### src/rtl/adcSarPkg.sv
package adcSarPkg;

  localparam int DATA_W = 8;
  localparam int ADDR_W = 8;
  localparam int RES_BITS = 8;
  localparam int CHAN_W = 3;
  localparam int CFG_W = 3;
  localparam int LINES = 8;

  localparam logic [ADDR_W-1:0] ADDR_RESULT = 8'h21;
  localparam logic [ADDR_W-1:0] ADDR_CTRL = 8'h22;
  localparam logic [ADDR_W-1:0] ADDR_CLKSET = 8'h23;

  // control register bit positions
  localparam int POS_START = 7;
  localparam int POS_EOC = 6;
  // clock-setting register test bit
  localparam int POS_TEST = 7;

  // strobes from the sequencer to the datapath
  typedef struct packed {
    logic holdClear;   // start bit high: keep SAR cleared
    logic beginConv;   // start falling edge
    logic sampleDone;  // sample slot over, load MSB trial
    logic trialDone;   // resolve current trial bit
    logic finish;      // last trial resolved
  } convStrobe_t;

endpackage

### src/rtl/adcSarRegs.sv
module adcSarRegs
  import adcSarPkg::*;
#(
  parameter int AW = ADDR_W,
  parameter int DW = DATA_W,
  parameter int NLINES = LINES,
  parameter int CW = CHAN_W,
  parameter int FW = CFG_W
) (
  input  logic          clk,
  input  logic          rstN,
  input  logic [AW-1:0] busAddr,
  input  logic          busWrEn,
  input  logic [DW-1:0] busWrData,
  output logic [DW-1:0] busRdData,
  input  logic [DW-1:0] resultByte,
  input  logic          convDone,
  input  logic          irqEnable,
  input  logic          irqClear,
  input  logic [NLINES-1:0] pullReq,
  output logic          startBit,
  output logic [1:0]    clkSel,
  output logic [CW-1:0] chanSel,
  output logic [NLINES-1:0] analogMode,
  output logic [NLINES-1:0] digitalEn,
  output logic [NLINES-1:0] pullEn,
  output logic          eocN,
  output logic          irqFlag,
  output logic          adcIrq
);

  localparam int CFG_LO = CW;
  localparam int CFG_HI = CW + FW - 1;

  logic          ctrlWr, clkWr;
  logic          startReg, eocReg, irqReg, testBit;
  logic [FW-1:0] cfgReg;
  logic [CW-1:0] chanReg;
  logic [1:0]    clkSelReg;
  logic          unusedWrBits;

  assign ctrlWr = busWrEn && (busAddr == ADDR_CTRL);
  assign clkWr  = busWrEn && (busAddr == ADDR_CLKSET);
  assign unusedWrBits = ^busWrData[POS_TEST-1:2];

  always_ff @(posedge clk) begin
    if (!rstN) begin
      startReg  <= 1'b0;
      eocReg    <= 1'b0;
      irqReg    <= 1'b0;
      testBit   <= 1'b0;
      cfgReg    <= '0;
      chanReg   <= '0;
      clkSelReg <= '0;
    end else begin
      if (ctrlWr) begin
        startReg <= busWrData[POS_START];
        cfgReg   <= busWrData[CFG_HI:CFG_LO];
        chanReg  <= busWrData[CW-1:0];
      end
      if (clkWr) begin
        testBit   <= busWrData[POS_TEST];
        clkSelReg <= busWrData[1:0];
      end
      if (ctrlWr && busWrData[POS_START]) eocReg <= 1'b1;
      else if (convDone)                  eocReg <= 1'b0;
      if (convDone)      irqReg <= 1'b1;
      else if (irqClear) irqReg <= 1'b0;
    end
  end

  // pin-mode decode: configuration N puts the lowest N lines in analog mode
  for (genvar g = 0; g < NLINES; g++) begin : gLine
    assign analogMode[g] = ({1'b0, cfgReg} > (FW+1)'(g));
    assign digitalEn[g]  = ~analogMode[g];
    assign pullEn[g]     = pullReq[g] & ~analogMode[g];
  end

  always_comb begin
    busRdData = '0;
    case (busAddr)
      ADDR_RESULT: busRdData = resultByte;
      ADDR_CTRL: begin
        busRdData[POS_START]     = startReg;
        busRdData[POS_EOC]       = eocReg;
        busRdData[CFG_HI:CFG_LO] = cfgReg;
        busRdData[CW-1:0]        = chanReg;
      end
      ADDR_CLKSET: begin
        busRdData[POS_TEST] = testBit;
        busRdData[1:0]      = clkSelReg;
      end
      default: busRdData = '0;
    endcase
  end

  assign startBit = startReg;
  assign clkSel   = clkSelReg;
  assign chanSel  = chanReg;
  assign eocN     = eocReg;
  assign irqFlag  = irqReg;
  assign adcIrq   = irqReg & irqEnable;

endmodule

### src/rtl/adcSarSeq.sv
module adcSarSeq
  import adcSarPkg::*;
#(
  parameter int NBITS = RES_BITS,
  parameter int DIV_SEL0 = 2,
  parameter int DIV_SEL1 = 8,
  parameter int DIV_SEL2 = 32,
  parameter int DIV_SEL3 = 1
) (
  input  logic        clk,
  input  logic        rstN,
  input  logic        startBit,
  input  logic [1:0]  clkSel,
  output convStrobe_t strb,
  output logic        busy,
  output logic        sampling
);

  localparam int DIV_MAX01 = (DIV_SEL0 > DIV_SEL1) ? DIV_SEL0 : DIV_SEL1;
  localparam int DIV_MAX23 = (DIV_SEL2 > DIV_SEL3) ? DIV_SEL2 : DIV_SEL3;
  localparam int DIV_MAX = (DIV_MAX01 > DIV_MAX23) ? DIV_MAX01 : DIV_MAX23;
  localparam int CNT_W = $clog2(DIV_MAX + 1);
  localparam int BIT_W = $clog2(NBITS + 1);

  typedef enum logic [1:0] {ST_IDLE, ST_SAMPLE, ST_TRIAL} seqState_t;

  seqState_t      state;
  logic [CNT_W-1:0] divCnt, divLimit;
  logic [BIT_W-1:0] bitsLeft;
  logic           startPrev, startFall, tick;

  always_comb begin
    case (clkSel)
      2'b00:   divLimit = CNT_W'(DIV_SEL0);
      2'b01:   divLimit = CNT_W'(DIV_SEL1);
      2'b10:   divLimit = CNT_W'(DIV_SEL2);
      default: divLimit = CNT_W'(DIV_SEL3);
    endcase
  end

  assign busy      = (state != ST_IDLE);
  assign sampling  = (state == ST_SAMPLE);
  assign startFall = startPrev && !startBit;
  // ">=" keeps the divider from stalling if the ratio shrinks mid-conversion
  assign tick      = busy && ((divCnt + CNT_W'(1)) >= divLimit);

  always_comb begin
    strb.holdClear  = startBit;
    strb.beginConv  = startFall;
    strb.sampleDone = (state == ST_SAMPLE) && tick && !startBit;
    strb.trialDone  = (state == ST_TRIAL) && tick && !startBit;
    strb.finish     = strb.trialDone && (bitsLeft == BIT_W'(1));
  end

  always_ff @(posedge clk) begin
    if (!rstN) begin
      state     <= ST_IDLE;
      divCnt    <= '0;
      bitsLeft  <= '0;
      startPrev <= 1'b0;
    end else begin
      startPrev <= startBit;
      if (startBit) begin
        state    <= ST_IDLE;
        divCnt   <= '0;
        bitsLeft <= '0;
      end else if (startFall) begin
        state  <= ST_SAMPLE;
        divCnt <= '0;
      end else if (busy) begin
        if (tick) begin
          divCnt <= '0;
          if (state == ST_SAMPLE) begin
            state    <= ST_TRIAL;
            bitsLeft <= BIT_W'(NBITS);
          end else begin
            bitsLeft <= bitsLeft - BIT_W'(1);
            if (bitsLeft == BIT_W'(1)) state <= ST_IDLE;
          end
        end else begin
          divCnt <= divCnt + CNT_W'(1);
        end
      end
    end
  end

endmodule

### src/rtl/adcSarPath.sv
module adcSarPath
  import adcSarPkg::*;
#(
  parameter int NBITS = RES_BITS
) (
  input  logic             clk,
  input  logic             rstN,
  input  convStrobe_t      strb,
  input  logic             cmpHigh,
  output logic [NBITS-1:0] trialCode,
  output logic [NBITS-1:0] resultByte
);

  localparam logic [NBITS-1:0] TOP_BIT = {1'b1, {(NBITS-1){1'b0}}};

  logic [NBITS-1:0] sarReg, maskReg, keptCode;

  // drop the bit under trial when the input is below the trial code
  assign keptCode = cmpHigh ? sarReg : (sarReg & ~maskReg);

  always_ff @(posedge clk) begin
    if (!rstN) begin
      sarReg     <= '0;
      maskReg    <= '0;
      resultByte <= '0;
    end else if (strb.holdClear || strb.beginConv) begin
      sarReg  <= '0;
      maskReg <= '0;
    end else if (strb.sampleDone) begin
      sarReg  <= TOP_BIT;
      maskReg <= TOP_BIT;
    end else if (strb.trialDone) begin
      sarReg  <= keptCode | (maskReg >> 1);
      maskReg <= maskReg >> 1;
      if (strb.finish) resultByte <= keptCode;
    end
  end

  assign trialCode = sarReg;

endmodule

### src/rtl/adcSarTop.sv
module adcSarTop
  import adcSarPkg::*;
(
  input  logic         clk,
  input  logic         rstN,
  input  logic [7:0]   busAddr,
  input  logic         busWrEn,
  input  logic [7:0]   busWrData,
  output logic [7:0]   busRdData,
  input  logic         irqEnable,
  input  logic         irqClear,
  output logic         adcIrq,
  input  logic         cmpHigh,
  output logic [7:0]   trialCode,
  output logic         sampling,
  output logic [2:0]   chanSel,
  output logic [7:0]   analogMode,
  output logic [7:0]   digitalEn,
  input  logic [7:0]   pullReq,
  output logic [7:0]   pullEn
);

  convStrobe_t strb;
  logic        startBit, busy, eocN, irqFlag, convDone;
  logic [1:0]  clkSel;
  logic [7:0]  resultByte;

  assign convDone = strb.finish;

  adcSarRegs uRegs (
    .clk(clk), .rstN(rstN),
    .busAddr(busAddr), .busWrEn(busWrEn), .busWrData(busWrData),
    .busRdData(busRdData), .resultByte(resultByte), .convDone(convDone),
    .irqEnable(irqEnable), .irqClear(irqClear), .pullReq(pullReq),
    .startBit(startBit), .clkSel(clkSel), .chanSel(chanSel),
    .analogMode(analogMode), .digitalEn(digitalEn), .pullEn(pullEn),
    .eocN(eocN), .irqFlag(irqFlag), .adcIrq(adcIrq)
  );

  adcSarSeq uSeq (
    .clk(clk), .rstN(rstN), .startBit(startBit), .clkSel(clkSel),
    .strb(strb), .busy(busy), .sampling(sampling)
  );

  adcSarPath uPath (
    .clk(clk), .rstN(rstN), .strb(strb), .cmpHigh(cmpHigh),
    .trialCode(trialCode), .resultByte(resultByte)
  );

endmodule

### config.mk
export PLATFORM = sky130hd
export DESIGN_NAME = adcSarTop
export DESIGN_NICKNAME = d
export VERILOG_FILES = /design/src/rtl/adcSarPkg.sv /design/src/rtl/adcSarRegs.sv /design/src/rtl/adcSarSeq.sv /design/src/rtl/adcSarPath.sv /design/src/rtl/adcSarTop.sv
export SDC_FILE = /design/constraint.sdc
export NUM_CORES = 1
export LEC_CHECK = 0
export BUFFER_PORTS_ARGS = -buffer_cell sky130_fd_sc_hd__clkbuf_2
export CORE_AREA = 2 2 83 77
export CTS_BUF_LIST = sky130_fd_sc_hd__clkbuf_16
export DETAILED_ROUTE_END_ITERATION = 8
export DIE_AREA = 0 0 85 79
export GPL_TIMING_DRIVEN = 0
export PLACE_DENSITY_LB_ADDON = 0.3
export SYNTH_ARGS = -nofsm -noshare
export SYNTH_HDL_FRONTEND = slang
export SYNTH_SLANG_ARGS = --single-unit
### constraint.sdc
create_clock -name clk -period 2.08 [get_ports clk]
set_input_delay 0.312 -clock clk [delete_from_list [all_inputs] [get_ports clk]]
set_output_delay 0.312 -clock clk [all_outputs]
set_load 0.01 [all_outputs]
Yosys cells after proc, flatten, opt, wreduce, memory -nomap -nowiden --
Index checks and enable logic that the tools add are counted.
Operators by class: $add $sub $neg 2, multiply operators 0, div/mod/pow operators 0, magnitude comparators 8, equality and inequality tests 8, shifts and indexed selects 0, muxes and demuxes 20, bitwise logic cells 22, reductions and logical operators 29
Operators by type and width (count):
- $mux 8 | 5
- $eq 8x6->1 const B | 3
- $pmux 6 s3 | 1
- $reduce_bool 2->1 | 7
- $not 1->1 | 11
- $logic_and 1x1->1 | 10
- $pmux 5 s2 | 1
- $gt 3x3->1 const B | 3
- $reduce_and 3->1 | 3
- $and 1x1->1 | 8
- $and 8x8->8 | 1
- $not 8->8 | 1
- $or 8x7->8 | 1
- $mux 1 | 7
- $add 6x1->6 const B | 1
- $ge 6x6->1 | 1
- $gt 3x1->1 const B | 2
- $gt 3x2->1 const B | 2
- $mux 6 | 1
- $pmux 2 s3 | 1
- $reduce_or 3->1 | 2
- $eq 2x1->1 const B | 2
- $eq 2x2->1 const B | 2
- $eq 4x1->1 const B | 1
- 10 further kinds | 12
Storage, ports and cells: bits in registers 49, bits in latches 0, memory bits (writable) 0, ROM bits 0, input bits 30, output and inout bits 45, word-level logic and storage cells 106, memories kept 0

Logic depth before layout (Yosys ltp) --
depth in word-level cells 9, gate-level depth with buffers 9, depth with buffers taken out 8

Cells and area by module --
Synthesis repeated with hierarchy kept, for this count alone.
Second synthesis, totals: cells, all modules 324, area, all modules 2641.3 um2
By module, submodules not included:
- adcSarPath | instances 1, cells an instance 107, area each 947.2 um2, sequential area each 480.5 um2
- adcSarSeq | instances 1, cells an instance 113, area each 894.6 um2, sequential area each 260.2 um2
- adcSarRegs | instances 1, cells an instance 104, area each 799.5 um2, sequential area each 240.2 um2

Least setup slack after synthesis --
No wires, ideal clock.
path kind register to register, from register uSeq.divCnt[2], to register uPath.resultByte[7], library setup time 0.076 ns, arrival time 2.013 ns, required time 2.004 ns, setup slack -0.009 ns, stages on the path, launching flop included 10, buffers on the path 1, period minus slack after synthesis 2.089 ns, path through dfxtp_1 > nand3_1 > nor2_1 > xor2_1 > ha_1 > a311oi_2 > a31o_4 > clkbuf_1 > o21ai_0 > a21boi_0
Between the ends: word-level cells in the longest chain between the ends 7, elaborated cells on any way between the ends 10, those cells by class add/sub: 1; order compare: 1; bitwise: 1; reduce/logical: 7
Ends and longest elaborated chain:
- start, declared | line adcSarSeq.sv:28 | logic [CNT_W-1:0] divCnt, divLimit;
- start signal, assigned | line adcSarSeq.sv:81 | divCnt <= divCnt + CNT_W'(1);
- $add 6x1->6 * | line adcSarSeq.sv:45 | assign tick = busy && ((divCnt + CNT_W'(1)) >= divLimit);
- $ge 6x6->1 * | line adcSarSeq.sv:45
- $logic_and 1x1->1 * | line adcSarSeq.sv:45
- $logic_and 1x1->1, on equally long branches (2 in a row) | line adcSarSeq.sv:51, adcSarSeq.sv:50
- $logic_and 1x1->1 / $not 1->1 (equally long branches)
- $reduce_and 4->1 (no line) *
- end signal, assigned | line adcSarPath.sv:35 | if (strb.finish) resultByte <= keptCode;
- end, declared | line adcSarPath.sv:11 | output logic [NBITS-1:0] resultByte
Mark *: on every way between the ends. The rest lies on a longest branch, timed or not. A chain may end at the register's enable or synchronous reset.

Final worst setup path --
from register uSeq.divCnt[0], to register uPath.sarReg[0] (netlist: uPath.trialCode[0])
Between the ends: word-level cells in the longest chain between the ends 6, elaborated cells on any way between the ends 8, those cells by class add/sub: 1; order compare: 1; reduce/logical: 6
Ends and longest elaborated chain:
- $add 6x1->6 * | line adcSarSeq.sv:45
- $ge 6x6->1 * | line adcSarSeq.sv:45
- $logic_and 1x1->1 * | line adcSarSeq.sv:45
- $logic_and 1x1->1 (2 in a row) | line adcSarSeq.sv:50 | strb.sampleDone = (state == ST_SAMPLE) && tick && !startBit;
- $reduce_or 3->1 (no line)
- end signal, assigned | line adcSarPath.sv:33 | sarReg <= keptCode | (maskReg >> 1);
- end, declared | line adcSarPath.sv:16 | logic [NBITS-1:0] sarReg, maskReg, keptCode;
Marks and branches as above.

==> impl_results.md <==
- Slew Viols, Final: 0
- Final setup fails: 6
- CTS clk-pin slew, worst paths: 60 ps
- Post-DRT Antenna Nets: 0
- Tcrit/Tclk final: 1.02
- Req. time, crit path: 2250 ps
- Final HPWL DP: 4.55 mm
- Critical path startpoint category: flip-flop
- Main synth FF type: dfxtp_1
- Hold slack: 287 ps
- Sw power: 0.000391 W
- TritonCTS clock tree: built
- EDFF count, synth: 0
- Vias in the first global route: 2267
- Die H: 79 um
- Max-cap violations: 0
- Buf/Inv on CP: 1
- FF-to-FF setup slack: -50 ps
- Gpl congestion: 0.801
- Post-synthesis cell count: 305
- Setup WS post-layout: -45.6 ps
- Clock Latency Late Sink: 290 ps
- # diodes: 0
- Worst setup path end: uPath.trialCode[0]
- CP max stage delay: 390 ps
- Final wirelength: 6.64 mm
- Worst setup path startpoint: uSeq.divCnt[0]
- Die width: 85 um
- Critical Path Stages: 9
- Fin crit period: 2130 ps
- TritonRoute pass-1 iters: 4
- Seq pwr share: 0.454
- LEAKAGE: 1.44 nW
- Sequential area share after synthesis: 0.379
- Status: complete, but fails checks
- # port buffers: 70
- Worst reg2reg startpoint: uSeq.divCnt[0]
- GR peak layer: met2
- Setup Skew: 4.90 ps
- R2r endpoint: uPath.trialCode[0]
- Kind of critical path: reg -> reg
- CTS H-tree lvls: 2
- Setup TNS: -135 ps
- Combinational group share of total power: 0.048
- VDD IR max: 0.000416 V
- Slew headroom: 0.536
- Reg2reg path depth: 9
- Violated checks: negative setup slack
- TritonCTS Buffers: 5
- Met3 Use GR: 0.0343
- PD cells: 589 nW/um2
- Internal: 0.00167 W
- Fmax achieved: 470 MHz
- Via/cell ratio: 5.34
- Layout Nets: 429
- # clock sinks: 49
- Initial Util: 0.437
- WL per Instance: 14.3 um
- Critical path arrival: 2300 ps
- Sw Share: 0.190
- Crit path max fanout: 6
- Largest net degree at the start of global routing: 16
- Synth Warn #: 0
- Clock Tree Root: clkbuf_16
- FILL cells: 514
- Via count: 2483
- CP top delay family: compound AO/OA/AOI/OAI gates
- Initial antenna violation count: 0
- Pre-CTS setup slack: -284 ps
- Fraction of final layout cells sized beyond drive strength 1: 0.336
- Die area: 6720 um2
- DRT iter0 DRCs: 91
- CP Capture Type: flip-flop
- Synthesized Nets: 342
- Final Hold Vio Count: 0
- Worst Hold Class: in -> reg
- Unique cell type count in the Yosys netlist: 53
- Mean Syn Cell Area: 8.48 um2
- Post-route DRC: 0
- Least-Margin Pin Slew: 693 ps
- Clock Power Share: 0.499
- Met1 usage: 0.274
- Ports: 75
- Met2 Use GR: 0.315
- Area grow syn2layout: 35.0%
- Mapped cell area: 2580 um2
- FF+latch count, synth: 49
- Core area: 5910 um2
- RSZ-0062 raised after global routing: true
- Cell Chain, Critical Path: nand3_4 -> nor2_2 -> xor2_1 -> ha_2 -> a311oi_4 -> a31oi_4 -> buf_6 -> a21oi_4 -> a32o_1
- Deepest clock path buffer count: 2
- Total GRT Usage: 0.198
- Util after Layout: 0.590
- Gr ovfl total: 0
- Synth async-reset ratio: 0
- Row cnt: 27
- First-pass GRT wire length: 10.8 mm
- Overall power: 0.00206 W
- Slowest CP cell: dfxtp_4
## stage by stage
stage / cells / instance area (um2)
5_1_grt: 465 / 3490
6_report: 465 / 3490
3_5_place_dp: 447 / 3030
2_1_floorplan: 305 / 2590
3_3_place_gp: 447 / 3030
4_1_cts: 460 / 3350
## power groups by stage
stage	clock, W	combinational, W	sequential [W]
2_1_floorplan	0	0.0000456	0.000960
3_3_place_gp	0	0.0000926	0.000960
4_1_cts	0.00105	0.0000949	0.000936
5_1_grt	0.00108	0.000108	0.000933
6_report	0.00103	0.0000978	0.000933
3_5_place_dp	0	0.0000924	0.000960
## cell families (layout without fill, tap and decap cells)
| group | after synthesis | after routing | synth area share |
|---|---|---|---|
| AOI/OAI and AO/OA | 78 | 78 | 0.208 |
| buffers and inverters | 30 | 118 | 0.0499 |
| adders and majority gates | 7 | 7 | 0.0339 |
| and+or+nand+nor | 119 | 119 | 0.251 |
| xor gates and xnor gates | 9 | 9 | 0.0305 |
| other | 2 | 2 | 0.00291 |
| muxes | 11 | 11 | 0.0440 |
| DFF | 49 | 49 | 0.379 |
## registers in the layout (all words and copies together), names as in the netlist
| register | flops |
|---|---|
| uRegs.chanSel | 3 |
| uPath.maskReg | 8 |
| uRegs.clkSel | 2 |
| uSeq.state | 2 |
| uRegs.startBit | 1 |
| uSeq.bitsLeft | 4 |
| uPath.resultByte | 8 |
| uRegs.testBit | 1 |
| uRegs.eocN | 1 |
| uRegs.cfgReg | 3 |
| uRegs.irqFlag | 1 |
| uSeq.divCnt | 6 |
| uPath.trialCode | 8 |
| uSeq.startPrev | 1 |
## worst register-to-register path, delay by kind of cell, from the launching register on
| kind | cells | cell delay (ps) |
|---|---|---|
| AO/OA/AOI/OAI | 4 | 790 |
| flip-flops | 1 | 390 |
| adder cells (fa/ha/maj) | 1 | 240 |
| AND/OR/NAND/NOR | 2 | 220 |
| buffers and inverters | 1 | 190 |
| XOR/XNOR | 1 | 170 |
## layer usage
| layer | wire (um) | part of all wire |
|---|---|---|
| met1 | 3060 | 0.46 |
| met2 | 3100 | 0.47 |
| met3 | 401 | 0.060 |
| met4 | 75 | 0.011 |
| met5 | 0 | 0 |
## Yosys cell counts (all sizes together), types with 2 or more instances
master,number,area share
dfxtp,49,0.38
nor2,28,0.041
nor2b,23,0.056
o21ai,23,0.045
a21oi,16,0.031
nand3,16,0.033
nand2,14,0.020
inv,12,0.017
and2,10,0.024
clkbuf,10,0.015
a21boi,8,0.023
a22oi,8,0.023
buf,8,0.018
mux2i,8,0.031
ha,7,0.034
nand2b,7,0.017
xor2,6,0.020
a32o,5,0.019
nand4b,5,0.017
nand4,4,0.0097
a31oi,3,0.013
mux2,3,0.013
o31ai,3,0.0087
xnor2,3,0.010
a21o,2,0.0058
conb,2,0.0029
nor3,2,0.0039
nor3b,2,0.0077
o311ai,2,0.0068
or2,2,0.0048
## cell usage in the layout, fill, tap and decap left out, types with 2 or more instances in the layout
master,count
clkbuf_2,70
dfxtp_1,43
nor2_1,25
nor2b_1,23
o21ai_0,16
a21oi_1,15
nand3_1,14
nand2_1,13
inv_1,12
buf_4,12
and2_1,9
clkbuf_1,8
a22oi_1,8
mux2i_1,8
a21boi_1,7
nand2b_1,6
xor2_1,6
o21ai_1,6
buf_6,6
a32o_1,5
nand4b_1,5
clkbuf_16,5
nand4_1,4
ha_4,4
dfxtp_4,4
nor2_2,3
mux2_2,3
o31ai_1,3
a31oi_1,2
nor3_1,2
xnor2_1,2
ha_1,2
conb_1,2
bufinv_16,2
dfxtp_2,2
## how the worst min path moves through the flow
stage | to | slack (ps) | startpoint | cells past startpoint
floorplan | uRegs.eocN | 440 | uRegs.eocN | 2
global placement | uRegs.eocN | 450 | uRegs.eocN | 2
CTS | uRegs.cfgReg[1] | 280 | busWrData[4] | 3
global route | uRegs.chanSel[2] | 330 | busWrData[2] | 3
finish | uRegs.cfgReg[1] | 290 | busWrData[4] | 3
detailed placement | uRegs.eocN | 460 | uRegs.eocN | 2
## final cells by class
cell class | count | area [um2] | share of cell area
plain buffers | 16 | 95.1 | 0.0272
clock buffers | 5 | 125 | 0.0358
clock inverters | 3 | 65.1 | 0.0186
inverters | 12 | 45.0 | 0.0129
multi-input cells | 226 | 1620 | 0.464
flip-flops and latches | 49 | 998 | 0.286
well taps | 72 | 90.1 | 0.0258
repair buffers | 82 | 452 | 0.129
## timing repair
item                                    CTS  global route
endpoints found under the setup margin   38            38
buffers inserted                          7             4
hold buffers                              0             0
gates cloned                              0             1
resized for setup                        24            33
hold endpoints to repair                  0             0
pin swaps                                 8             6
Note: power is estimated with default switching activity, not from simulation.
